===== src/rtl/tmr_pkg.sv =====
package tmr_pkg;

  typedef enum logic [2:0] {
    M_INTV  = 3'b000,
    M_CAPT  = 3'b010,
    M_EVNT  = 3'b011,
    M_ONES  = 3'b100,
    M_WIDTH = 3'b110
  } tmr_mode_e;

  function automatic logic mode_legal(input logic [2:0] code);
    case (code)
      3'b000, 3'b010, 3'b011, 3'b100, 3'b110: mode_legal = 1'b1;
      default:                                mode_legal = 1'b0;
    endcase
  endfunction

endpackage


===== src/rtl/tmr_rst_sync.sv =====
module tmr_rst_sync #(
  parameter int STAGES = 2
) (
  input  logic clk,
  input  logic arst_n,
  output logic srst_n
);

  logic [STAGES-1:0] shift_q;

  always_ff @(posedge clk or negedge arst_n) begin
    if (!arst_n) shift_q <= '0;
    else         shift_q <= {shift_q[STAGES-2:0], 1'b1};
  end

  assign srst_n = shift_q[STAGES-1];

endmodule


===== src/rtl/tmr_edge_det.sv =====
module tmr_edge_det (
  input  logic       clk,
  input  logic       rst_n,
  input  logic       pin_i,
  input  logic [1:0] sel_i,
  output logic       edge_v,
  output logic       edge_start,
  output logic       edge_end
);

  logic pin_q;
  logic rise, fall;

  always_ff @(posedge clk or negedge rst_n) begin
    if (!rst_n) pin_q <= 1'b0;
    else        pin_q <= pin_i;
  end

  assign rise = pin_i & ~pin_q;
  assign fall = ~pin_i & pin_q;

  always_comb begin
    case (sel_i)
      2'b00:   edge_v = fall;
      2'b01:   edge_v = rise;
      default: edge_v = rise | fall;
    endcase
    // width measurement: bit 0 picks the polarity of the measured level
    edge_start = sel_i[0] ? rise : fall;
    edge_end   = sel_i[0] ? fall : rise;
  end

endmodule


===== src/rtl/tmr_counter.sv =====
module tmr_counter #(
  parameter int W = 16
) (
  input  logic         clk,
  input  logic         rst_n,
  input  logic         ld,
  input  logic [W-1:0] ld_val,
  input  logic         clr,
  input  logic         inc,
  input  logic         dec,
  output logic [W-1:0] cnt,
  output logic         zero
);

  localparam logic [W-1:0] STEP = W'(1);

  logic [W-1:0] cnt_q, cnt_n;

  always_comb begin
    cnt_n = cnt_q;
    if (ld)       cnt_n = ld_val;
    else if (clr) cnt_n = '0;
    else if (inc) cnt_n = cnt_q + STEP;
    else if (dec) cnt_n = cnt_q - STEP;
  end

  always_ff @(posedge clk or negedge rst_n) begin
    if (!rst_n) cnt_q <= '0;
    else        cnt_q <= cnt_n;
  end

  assign cnt  = cnt_q;
  assign zero = (cnt_q == '0);

endmodule


===== src/rtl/tmr_channel.sv =====
module tmr_channel
  import tmr_pkg::*;
#(
  parameter int CNT_W       = 16,
  parameter int SYNC_STAGES = 2
) (
  input  logic             clk,
  input  logic             rst_n,
  input  logic             cnt_en,
  input  logic             start_i,
  input  logic             stop_i,
  input  logic             pin_i,
  input  logic             cfg_wr,
  input  logic [2:0]       cfg_mode,
  input  logic [1:0]       cfg_edge,
  input  logic             cfg_ctl,
  input  logic             data_wr,
  input  logic [CNT_W-1:0] data_in,
  output logic [CNT_W-1:0] cnt_o,
  output logic [CNT_W-1:0] cap_o,
  output logic             tout_o,
  output logic             irq_o
);

  logic rst_q_n;

  tmr_rst_sync #(.STAGES(SYNC_STAGES)) u_rst (
    .clk    (clk),
    .arst_n (rst_n),
    .srst_n (rst_q_n)
  );

  // configuration and state registers
  tmr_mode_e        mode_q, mode_n;
  logic [1:0]       sel_q, sel_n;
  logic             ctl_q, ctl_n;
  logic [CNT_W-1:0] data_q, data_n;
  logic [CNT_W-1:0] cap_q, cap_n;
  logic             tout_q, tout_n;
  logic             irq_q, irq_n;
  logic             run_q, run_n;
  logic             meas_q, meas_n;

  logic             edge_v, edge_start, edge_end;
  logic             c_ld, c_clr, c_inc, c_dec, c_zero;
  logic [CNT_W-1:0] cnt_w;
  logic             cfg_ok, start_ok;

  tmr_edge_det u_edge (
    .clk        (clk),
    .rst_n      (rst_q_n),
    .pin_i      (pin_i),
    .sel_i      (sel_q),
    .edge_v     (edge_v),
    .edge_start (edge_start),
    .edge_end   (edge_end)
  );

  tmr_counter #(.W(CNT_W)) u_cnt (
    .clk    (clk),
    .rst_n  (rst_q_n),
    .ld     (c_ld),
    .ld_val (data_q),
    .clr    (c_clr),
    .inc    (c_inc),
    .dec    (c_dec),
    .cnt    (cnt_w),
    .zero   (c_zero)
  );

  assign cfg_ok   = cfg_wr & mode_legal(cfg_mode);
  assign start_ok = start_i & (~run_q | ((mode_q == M_ONES) & ctl_q));

  // next-state logic
  always_comb begin
    mode_n = mode_q;
    sel_n  = sel_q;
    ctl_n  = ctl_q;
    data_n = data_in;
    if (!data_wr) data_n = data_q;
    cap_n  = cap_q;
    tout_n = tout_q;
    irq_n  = 1'b0;
    run_n  = run_q;
    meas_n = meas_q;
    c_ld   = 1'b0;
    c_clr  = 1'b0;
    c_inc  = 1'b0;
    c_dec  = 1'b0;

    if (stop_i) begin
      run_n  = 1'b0;
      meas_n = 1'b0;
    end else if (cfg_ok) begin
      mode_n = tmr_mode_e'(cfg_mode);
      sel_n  = cfg_edge;
      ctl_n  = cfg_ctl;
      run_n  = 1'b0;
      meas_n = 1'b0;
    end else if (start_ok) begin
      run_n = 1'b1;
      case (mode_q)
        M_INTV: begin
          c_ld   = 1'b1;
          irq_n  = ctl_q;
          tout_n = tout_q ^ ctl_q;
        end
        M_CAPT: begin
          c_clr  = 1'b1;
          irq_n  = ctl_q;
          tout_n = tout_q ^ ctl_q;
        end
        M_EVNT:  c_ld = 1'b1;
        M_ONES:  c_ld = 1'b1;
        default: meas_n = 1'b0;
      endcase
    end else if (run_q) begin
      case (mode_q)
        M_INTV: begin
          if (cnt_en) begin
            if (c_zero) begin
              c_ld   = 1'b1;
              irq_n  = 1'b1;
              tout_n = ~tout_q;
            end else begin
              c_dec = 1'b1;
            end
          end
        end
        M_CAPT: begin
          if (edge_v) begin
            cap_n = cnt_w;
            c_clr = 1'b1;
            irq_n = 1'b1;
          end else if (cnt_en) begin
            c_inc = 1'b1;
          end
        end
        M_EVNT: begin
          if (edge_v) begin
            if (c_zero) begin
              c_ld  = 1'b1;
              irq_n = 1'b1;
            end else begin
              c_dec = 1'b1;
            end
          end
        end
        M_ONES: begin
          if (cnt_en) begin
            if (c_zero) begin
              irq_n = 1'b1;
              run_n = 1'b0;
            end else begin
              c_dec = 1'b1;
            end
          end
        end
        default: begin
          if (!meas_q) begin
            if (edge_start) begin
              c_clr  = 1'b1;
              meas_n = 1'b1;
            end
          end else if (edge_end) begin
            cap_n  = cnt_w;
            irq_n  = 1'b1;
            run_n  = 1'b0;
            meas_n = 1'b0;
          end else if (cnt_en) begin
            c_inc = 1'b1;
          end
        end
      endcase
    end
  end

  // register process
  always_ff @(posedge clk or negedge rst_q_n) begin
    if (!rst_q_n) begin
      mode_q <= M_INTV;
      sel_q  <= 2'b00;
      ctl_q  <= 1'b0;
      data_q <= '0;
      cap_q  <= '0;
      tout_q <= 1'b0;
      irq_q  <= 1'b0;
      run_q  <= 1'b0;
      meas_q <= 1'b0;
    end else begin
      mode_q <= mode_n;
      sel_q  <= sel_n;
      ctl_q  <= ctl_n;
      data_q <= data_n;
      cap_q  <= cap_n;
      tout_q <= tout_n;
      irq_q  <= irq_n;
      run_q  <= run_n;
      meas_q <= meas_n;
    end
  end

  assign cnt_o  = cnt_w;
  assign cap_o  = cap_q;
  assign tout_o = tout_q;
  assign irq_o  = irq_q;

endmodule


===== config.mk =====
export PLATFORM = sky130hd
export DESIGN_NAME = tmr_channel
export DESIGN_NICKNAME = d
export VERILOG_FILES = /design/src/rtl/tmr_pkg.sv /design/src/rtl/tmr_rst_sync.sv /design/src/rtl/tmr_edge_det.sv /design/src/rtl/tmr_counter.sv /design/src/rtl/tmr_channel.sv
export SDC_FILE = /design/constraint.sdc
export NUM_CORES = 1
export LEC_CHECK = 0
export BUFFER_PORTS_ARGS = -buffer_cell sky130_fd_sc_hd__buf_4
export CAP_MARGIN = 20
export CORE_UTILIZATION = 34
export CTS_CLUSTER_DIAMETER = 30
export DETAILED_ROUTE_END_ITERATION = 10
export PLACE_DENSITY = 0.61
export RECOVER_POWER = 50
export SETUP_SLACK_MARGIN = 0.02
export SLEW_MARGIN = 20
export SYNTH_ARGS = -nofsm -noshare
export SYNTH_HDL_FRONTEND = slang
export SYNTH_SLANG_ARGS = --single-unit

===== constraint.sdc =====
create_clock -name clk -period 4.6 [get_ports clk]
set_input_delay 0.46 -clock clk [delete_from_list [all_inputs] [get_ports clk]]
set_output_delay 0.46 -clock clk [all_outputs]
set_load 0.02 [all_outputs]

Word-level counts from Yosys, hierarchy flattened --
Cells that the tools add are included.
Storage, ports and cells: register bits 61, output and inout bits 34, word-level logic and storage cells 140, bits of input ports 30
Cells by class: multiplexer cells 76, bitwise operators 16, reduce and logical (&&, ||, !) cells 22, equality and inequality tests 12, $add $sub $neg 2
Operators by type and width (number):
- two-way mux 16 bit | 7
- two-way mux 1 bit | 61
- one-hot mux 16 bit (2 select lines) | 1
- adder 16 x 1 -> 16 bit, second input constant | 1
- zero test 16 bit | 1
- subtractor 16 x 1 -> 16 bit, second input constant | 1
- equality test 3 x 2 -> 1 bit, second input constant | 4
- one-hot mux 1 bit (2 select lines) | 6
- nonzero test 2 bit | 6
- equality test 3 bit, second input constant | 3
- NOT 1 bit | 8
- AND reduction 8 bit | 1
- nonzero test 4 bit | 2
- AND reduction 7 bit | 1
- zero test 3 bit | 2
- OR reduction 3 bit | 2
- AND 1 bit | 5
- OR reduction 5 bit | 1
- != test 2 bit, second input constant | 2
- != test 4 x 3 -> 1 bit, second input constant | 1
- != test 4 bit, second input constant | 1
- OR reduction 2 bit | 2
- OR reduction 4 bit | 1
- one-hot mux 1 bit (3 select lines) | 1
- 6 further kinds | 7

Logic depth before layout (Yosys ltp) --
Gate-level depths: netlist of the first run.
word-level depth 14, depth in mapped cells 16

Hierarchy --
From an unflattened synthesis of the first run, not the netlist that was laid out.
Unflattened totals: cell total of the unflattened synthesis 353, area total of the unflattened synthesis 3707.3 um^2
By module, submodules not included:
- tmr_channel | area each 1990.7 um^2, cells each 150, instances 1
- tmr_counter | area each 1567.8 um^2, cells each 191, instances 1
- tmr_edge_det | area each 95.1 um^2, cells each 9, instances 1
- tmr_rst_sync | area each 53.8 um^2, cells each 3, instances 1

Worst setup path after synthesis of the first run --
Ideal clock, no wire load.
path kind input-to-reg, start input pin_i, end register u_cnt.cnt_q[15], in the netlist u_cnt.cnt[15], data arrival time 3.508 ns, required time 4.506 ns, slack 0.998 ns, stages on the path 15, buffers on the path 0, cell sequence inv_1 -> ha_1 -> mux2_2 -> a211oi_1 -> a21oi_1 -> nor2_1 -> inv_1 -> ha_1 -> and3_4 -> a2111oi_4 -> a2111oi_4 -> o21ai_2 -> a22oi_2 -> xnor2_1 -> a221oi_2
Between the ends: longest elaborated chain between the ends 13, elaborated cells between the ends (all ways) 39, those cells by class mux (34); bitwise (4); reduce/logical (1)
RTL lines:
- start: declaration | RTL line tmr_channel.sv:12 | input logic pin_i,
- NOT 1 bit | RTL line tmr_edge_det.sv:20 | assign fall = ~pin_i & pin_q;
- AND 1 bit | RTL line tmr_edge_det.sv:20
- bitwise OR 1 bit / two-way mux 1 bit (equally long branches) | RTL line tmr_edge_det.sv:26, tmr_edge_det.sv:30
- one-hot mux 1 bit (2 select lines) / two-way mux 1 bit (equally long branches) | RTL line tmr_edge_det.sv:23, tmr_channel.sv:165
- two-way mux 1 bit, on equally long branches | RTL line tmr_channel.sv:131, tmr_channel.sv:160
- one-hot mux 1 bit (2 select lines) | RTL line tmr_channel.sv:118 | case (mode_q)
- two-way mux 1 bit | RTL line tmr_channel.sv:117 | end else if (run_q) begin
- two-way mux 1 bit | RTL line tmr_channel.sv:100 | end else if (start_ok) begin
- two-way mux 1 bit | RTL line tmr_channel.sv:94 | end else if (cfg_ok) begin
- two-way mux 1 bit | RTL line tmr_channel.sv:91 | if (stop_i) begin
- two-way mux 16 bit | RTL line tmr_counter.sv:23 | else if (inc) cnt_n = cnt_q + STEP;
- two-way mux 16 bit | RTL line tmr_counter.sv:22 | else if (clr) cnt_n = '0;
- two-way mux 16 bit | RTL line tmr_counter.sv:21 | if (ld) cnt_n = ld_val;
- end signal: assignment | RTL line tmr_counter.sv:29 | else cnt_q <= cnt_n;
- end: declaration | RTL line tmr_counter.sv:17 | logic [W-1:0] cnt_q, cnt_n;
Parallel ways exist; a longest one is shown, timed or not. A chain may end at the register's enable or synchronous reset.

Final worst setup path of the first run --
start register mode_q[0], end register u_cnt.cnt_q[15], in the netlist u_cnt.cnt[15]
Between the ends: longest elaborated chain between the ends 10, elaborated cells between the ends (all ways) 35, those cells by class eq/ne (3); mux (25); bitwise (3); reduce/logical (4)
RTL lines:
- start: declaration | RTL line tmr_channel.sv:34 | tmr_mode_e mode_q, mode_n;
- start signal: assignment | RTL line tmr_channel.sv:191 | mode_q <= mode_n;
- equality test 3 bit (tied with other cells) | RTL line tmr_channel.sv:72, tmr_channel.sv:102, tmr_channel.sv:118
- OR reduction 3 bit (no source line) / AND 1 bit (equally long branches)
- one-hot mux 1 bit (2 select lines) / bitwise OR 1 bit (equally long branches) | RTL line tmr_channel.sv:118, tmr_channel.sv:72
- two-way mux 1 bit / AND 1 bit (equally long branches) | RTL line tmr_channel.sv:117, tmr_channel.sv:72
- two-way mux 1 bit | RTL line tmr_channel.sv:100
- two-way mux 1 bit | RTL line tmr_channel.sv:94
- two-way mux 1 bit | RTL line tmr_channel.sv:91
- two-way mux 16 bit | RTL line tmr_counter.sv:23
- two-way mux 16 bit | RTL line tmr_counter.sv:22
- two-way mux 16 bit | RTL line tmr_counter.sv:21
Parallel ways exist; a longest one is shown, timed or not.

==> flow_summary.yaml, run 1 <==
run_status:
  status: "finished, violations left"
  violations: "max-capacitance violations, max-slew violations"
power:
  power.share.switching_pct: 40.9
  design_power_total_mw: 2.66
  p_switching_mw: 1.09
  power.share.clock_pct: 20.3
  combPwrFrac_pct: 49.3
  ir_drop_mv: 0.238
  p_int_mw: 1.57
  p_seq_share_pct: 30.4
  powerDensity_mw_per_mm2: 599
  power.leakage_nw: 1.94
timing:
  tightest_slew_ns: 3.21
  post-route-min-period_ns: 4.05
  slew_headroom_pct: -114
  whs_ns: 0.263
  final_hold_viol_count: 0
  setup_tns_ns: 0
  period_share_pct: 88.1
  slew_violations: 60
  fmax_ghz: 0.247
  finalSetupViolations: 0
  setup_ws_ns: 0.546
  final.setup_skew_ns: 0.0109
  rsz0062_at_grt: "no"
drt:
  vias_per_cell: 5.20
  first_pass_iters: 4
  num_vias: 2835
  drt_iter0_markers: 158
  ant_nets: 0
  drc: 0
  drt-total-wl_um: 8250
  wl_per_cell_um: 15.1
layout:
  final_cells: 545
  diodes: 0
  utilization_pct: 43.0
  final_cell_mix: "buf_4, dfrtp_1, mux2_2"
  drive_gt1_share_pct: 33.7
  design_area_mm2: 0.00444
  final_common_cell: "buf_4"
  areaGrowthSynthToFinish_pct: 22.3
  nNetsFinal: 453
critical_path:
  cpLargestDelayFamily: "compound AO/OA/AOI/OAI gates"
  cp.arrival_ns: 4.31
  crit_path_start: "mode_q[0]"
  crit_path_max_fanout: 18
  endpoint_kind: "register"
  cpPeakStageDelay_ns: 0.57
  critPathLaunchType: "register"
  setup.worst_path.class: "reg2reg"
  crit_required_ns: 4.85
  cpMaxStageDelayCell: "dfrtp_1"
  path_cells: "nor4bb_1, o21ai_1, nand3_1, nor2_1, inv_1, ha_1, o21a_1, o21ai_0, o21ai_0, nor2_2, nor4b_2, o21ai_1, a221oi_2"
  r2r_start: "mode_q[0]"
  cp.buffers_inverters: 1
logic_synthesis:
  synth_cells: 338
  ys_async_sr_fraction_pct: 100
  yosysWarnings: 0
  yosysUniqueCellTypes: 64
  synth-edff-count: 0
  syn_area_mm2: 0.00363
  seq_area_frac_synth_pct: 42.0
  synth_seq_cells: 61
  synthFlopType: "dfrtp_1"
  syn-num-nets: 387
  syn_avg_cell_area_um2: 10.7
grt:
  grt_use_total_pct: 16.2
  grt_antenna_before_repair: 0
  grt_max_degree: 60
  grt_pass1_vias: 2746
  grt_first_pass_wirelength_um: 14000
  gr-total-overflow: 0
floorplanning:
  ioPinCount: 64
  core_mm2: 0.0103
  initial_core_util_pct: 35.2
  fp-row-count: 37
  die-area_mm2: 0.0111
  die_h_um: 105
  die_w_um: 105
clocking:
  path_clk_slew_ns: 0.08
  ctsRootBufferMaster: "clkbuf_8"
  numCtsBuffers: 9
  clk_latency_ns: 0.35
  cts_buffer_depth: 2
  htreeDepth: 3
  cts.sink_count: 61
  postCtsSetupBuffers: 0
  cts_tree: "built"
placed_design:
  portBuffers: 63
  gp_congestion: 0.845
  pre_cts_ws_ns: 0.470
  dpl.hpwl_um: 5970
  postPlaceCellArea_mm2: 0.00422
  dp.cells: 528
worst_hold_path:
  min_from: "pin_i"
  hp-class: "in2reg"
run:
  max-cap-violations: 1
-- worst reg2reg max path, delay by kind of cell, from the launching register on --
family	cells	cell delay, ns
compound gates	6	1.58
fa+ha+maj	1	0.46
buf+inv	1	0.34
flops	1	0.57
simple gates	5	1.00
-- power groups by stage --
stage | clock (mW) | sequential, mW | combinational, mW
4_1_cts | 0.561 | 0.814 | 1.32
3_5_place_dp | 0 | 0.824 | 1.31
2_1_floorplan | 0 | 0.876 | 0.905
3_3_place_gp | 0 | 0.819 | 1.30
6_report | 0.540 | 0.809 | 1.31
5_1_grt | 0.584 | 0.835 | 1.45
-- cell usage after synthesis, types with 5 or more instances --
library cell	instances	area share (%)
ha_1	18	6.2
nor2_1	13	1.3
o21ai_1	5	0.69
inv_1	10	1.0
mux2_2	39	12
mux2i_1	8	2.2
o21ai_0	25	3.4
a21o_1	6	1.2
dfrtp_1	61	42
xnor2_1	11	2.7
a21oi_1	15	2.1
nand2_1	32	3.3
-- flip-flops by register name (all words and copies together), names as in the netlist --
signal and flops:
cap_o 16, data_q 16, u_cnt.cnt 16, mode_q 3, sel_q 2, u_rst.shift_q 2
ctl_q 1, irq_o 1, meas_q 1, run_q 1, tout_o 1, u_edge.pin_q 1
-- cell families after synthesis --
group	share of synthesized area, %
AO/OA/AOI/OAI	18.5
AND/OR/NAND/NOR	11.4
flip-flops	42.0
multiplexers	14.3
buffers and inverters	3.24
adder cells (fa/ha/maj)	6.75
XOR/XNOR	3.62
other	0.103
-- per-layer routing --
layer / vias up / share of wire [%] / GRT usage (%)
li1: 1378 / - / -
met1: 1365 / 48 / 22.4
met2: 80 / 47 / 24.7
met3: 12 / 4.3 / 3.53
met4: 0 / 1.4 / 6.04
met5: - / 0 / 0
-- final timing paths --
path	to	slack, ns	cells after the start
worst min register to register	u_rst.shift_q[1]	0.36	0
worst max register to register	u_cnt.cnt[15]	0.55	13
max in group asynchronous	cap_o[3]	1.36	1
worst max-delay path	u_cnt.cnt[15]	0.55	13
min in group asynchronous	u_rst.shift_q[0]	0.41	2
worst min-delay path	u_edge.pin_q	0.26	1
-- repair_timing --
action                                  in CTS  in global routing
endpoints found under the setup margin       0                  0
hold buffers                                 1                  0
resized for setup                            0                  0
endpoints found under the hold margin        2                  0
-- area by class of cell --
| class | instances | area, um^2 |
|---|---|---|
| Fill cell | 1021 | 5880 |
| Multi-Input combinational cell | 255 | 1990 |
| Sequential cell | 61 | 1530 |
| Timing Repair Buffer | 67 | 490 |
| Tap cell | 136 | 170 |
| Clock buffer | 9 | 124 |
| Clock inverter | 7 | 98.8 |
| Inverter | 10 | 37.5 |
(Power assumes the default switching activity.)
==> run 2: changes to the inputs <==
- PLACE_DENSITY: 0.61 -> default
- PLACE_DENSITY_LB_ADDON: default -> 0.12
- SYNTH_HIERARCHICAL: default -> 1
==> run 2 against run 1 <==
  * The flow still finishes with violations (max-capacitance violations, max-slew violations)
  * Synthesized cell count up 4.4%
  * Final cell count is 3.7% higher
  * Worst hold slack better by 0.0086 ns
  * Combinational power decreased by 9.9%
  * Via count increased by 7.4%
  * Sequential share of layout area down 0.89 points
  * Flip-flop and latch count is the same
  * Total power is 5.4% lower
  * Count of clock-buffer cells in the layout rose by 3
  * Wire length grew 15%
  * Synthesized area is 2.1% higher
  * Maximum frequency increased by 0.80%
  * Largest power group unchanged
==> flow_summary.yaml, run 2 <==
critical_path:
  crit_required_ns: 4.85
  critPathLaunchType: "register"
  reg2reg_depth: 14
  crit_path_max_fanout: 15
  endpoint_kind: "register"
  cp.arrival_ns: 4.27
  setup.worst_path.class: "reg2reg"
floorplanning:
  fp-row-count: 37
  initial_core_util_pct: 35.4
  die_h_um: 106
  die-area_mm2: 0.0113
  ioPinCount: 64
  die_w_um: 106
  core_mm2: 0.0105
logic_synthesis:
  synth.most_common_cell: "dfrtp_1"
  synth_cells: 353
  synthFlopType: "dfrtp_1"
  synth_area_leaders: "dfrtp_1, mux2_2, ha_1"
  synthTopCellsByCount: "dfrtp_1, a21oi_1, mux2_2, nand2_1, nor2_1"
  synth_seq_cells: 61
  ys_async_sr_fraction_pct: 100
  syn-num-nets: 400
  yosysTopAreaCell: "dfrtp_1"
  seq_area_frac_synth_pct: 41.2
  syn_avg_cell_area_um2: 10.5
  yosysWarnings: 6
  syn_area_mm2: 0.00371
  synth-edff-count: 0
  yosysUniqueCellTypes: 63
  synth_top_area_share_pct: 41.2
clocking:
  path_clk_slew_ns: 0.07
  numCtsBuffers: 9
  cts.sink_count: 61
  htreeDepth: 3
  cts_tree: "built"
  ctsRootBufferMaster: "clkbuf_8"
  clk_latency_ns: 0.34
  cts_buffer_depth: 2
  postCtsSetupBuffers: 0
timing:
  setup_tns_ns: 0
  slew_violations: 60
  post-route-min-period_ns: 4.02
  period_share_pct: 87.4
  finalSetupViolations: 0
  tightest_slew_ns: 3.29
  final_hold_viol_count: 0
  rsz0062_at_grt: "no"
  fmax_ghz: 0.249
  slew_headroom_pct: -119
  final.setup_skew_ns: 0.00951
placed_design:
  portBuffers: 63
  dp.cells: 548
  dpl.hpwl_um: 6840
  gp_congestion: 0.857
grt:
  grt_pass1_vias: 3061
  grt_first_pass_wirelength_um: 16000
  grt_antenna_before_repair: 0
  grt_use_total_pct: 18.4
  gr-total-overflow: 0
  grt_max_degree: 60
power:
  power.leakage_nw: 2.06
  powerDensity_mw_per_mm2: 552
  ir_drop_mv: 0.241
layout:
  nNetsFinal: 471
  areaGrowthSynthToFinish_pct: 22.9
  drive_gt1_share_pct: 32.2
  final_common_cell: "buf_4"
  n_fill_cell: 1043
  diodes: 0
  final_cell_mix: "buf_4, dfrtp_1, a21oi_1"
  final_cells: 565
run:
  max-cap-violations: 1
drt:
  drt_iter0_markers: 146
  first_pass_iters: 4
  wl_per_cell_um: 16.8
  num_vias: 3045
  drt-total-wl_um: 9520
  vias_per_cell: 5.39
  drc: 0
  ant_nets: 0
run_status:
  violations: "max-capacitance violations, max-slew violations"
  status: "finished, violations left"
worst_hold_path:
  whs_path_depth: 1
  hp-class: "in2reg"
## run 2: final cells by class
class	instances	area [um^2]	area share (%)
inverter	11	41.3	0.906
timing repair buffer	73	536	11.7
sequential	61	1530	33.5
clock buffer	12	155	3.40
tap	136	170	3.73
clock inverter	4	47.5	1.04
multi-input combinational	268	2080	45.6
## run 2: worst max-delay path, stage by stage, from the launching register on
cell and delay [ns]:
dfrtp_1 0.39, ha_1 0.20, mux2_4 0.27, o21a_1 0.21, nor3_1 0.14, a21o_1 0.10, a22oi_1 0.05, nor2_1 0.34
inv_1 0.40, fa_1 0.56, a21o_1 0.24, a221oi_4 0.45, o21ai_0 0.19, xnor2_1 0.15, a211oi_1 0.22
## run 2: power by group
part / internal, mW / switching, mW / total, mW
sequential: 0.663 / 0.175 / 0.838
clock: 0.278 / 0.216 / 0.495
combinational: 0.524 / 0.660 / 1.18
## run 2: cells by family after synthesis
group	count (synthesis)	synth area share (%)
adder cells (fa/ha/maj)	17	5.94
buffers and inverters	24	2.87
multiplexers	41	13.5
other	1	0.101
flip-flops	61	41.2
AND/OR/NAND/NOR	102	15.3
XOR/XNOR	10	2.36
AO/OA/AOI/OAI	97	18.8
## run 2: metal layers
metal  GRT usage [%]  wire length [um]  up-vias
met5               0                 0        -
met4            6.36                86        0
met3            2.94               417        8
met2            28.1              4320       88
met1            26.2              4700     1494
li1                -                 -     1455
## run 2: repair_timing
action                     CTS  global route
gates resized for setup      0             0
hold endpoints to repair     2             0
hold buffers                 1             0
setup endpoints to repair    0             0
## run 2: worst paths after layout
check                      slack [ns]              from               end
hold reg to reg                  0.35  u_rst/shift_q[0]  u_rst/shift_q[1]
min in group asynchronous        0.42             rst_n  u_rst/shift_q[1]
setup / recovery                 0.58      u_edge/pin_q     u_cnt/cnt[10]
max in group asynchronous        1.28  u_rst/shift_q[1]          cap_o[6]
hold / removal                   0.27             pin_i      u_edge/pin_q
setup reg to reg                 0.58      u_edge/pin_q     u_cnt/cnt[10]
## run 2: metrics by stage
stage	total power [mW]	setup WS (ns)	cell area (um^2)	util [%]	hold WS, ns
after global placement	2.02	0.509	4360	41.7	0.242
after CTS	2.54	0.584	4570	43.7	0.231
after floorplan	1.62	0.910	3710	-	0.164
after detailed placement	2.02	0.397	4360	41.7	0.245
after global routing	2.70	0.242	4560	43.6	0.265
final	2.52	0.578	4560	43.6	0.271
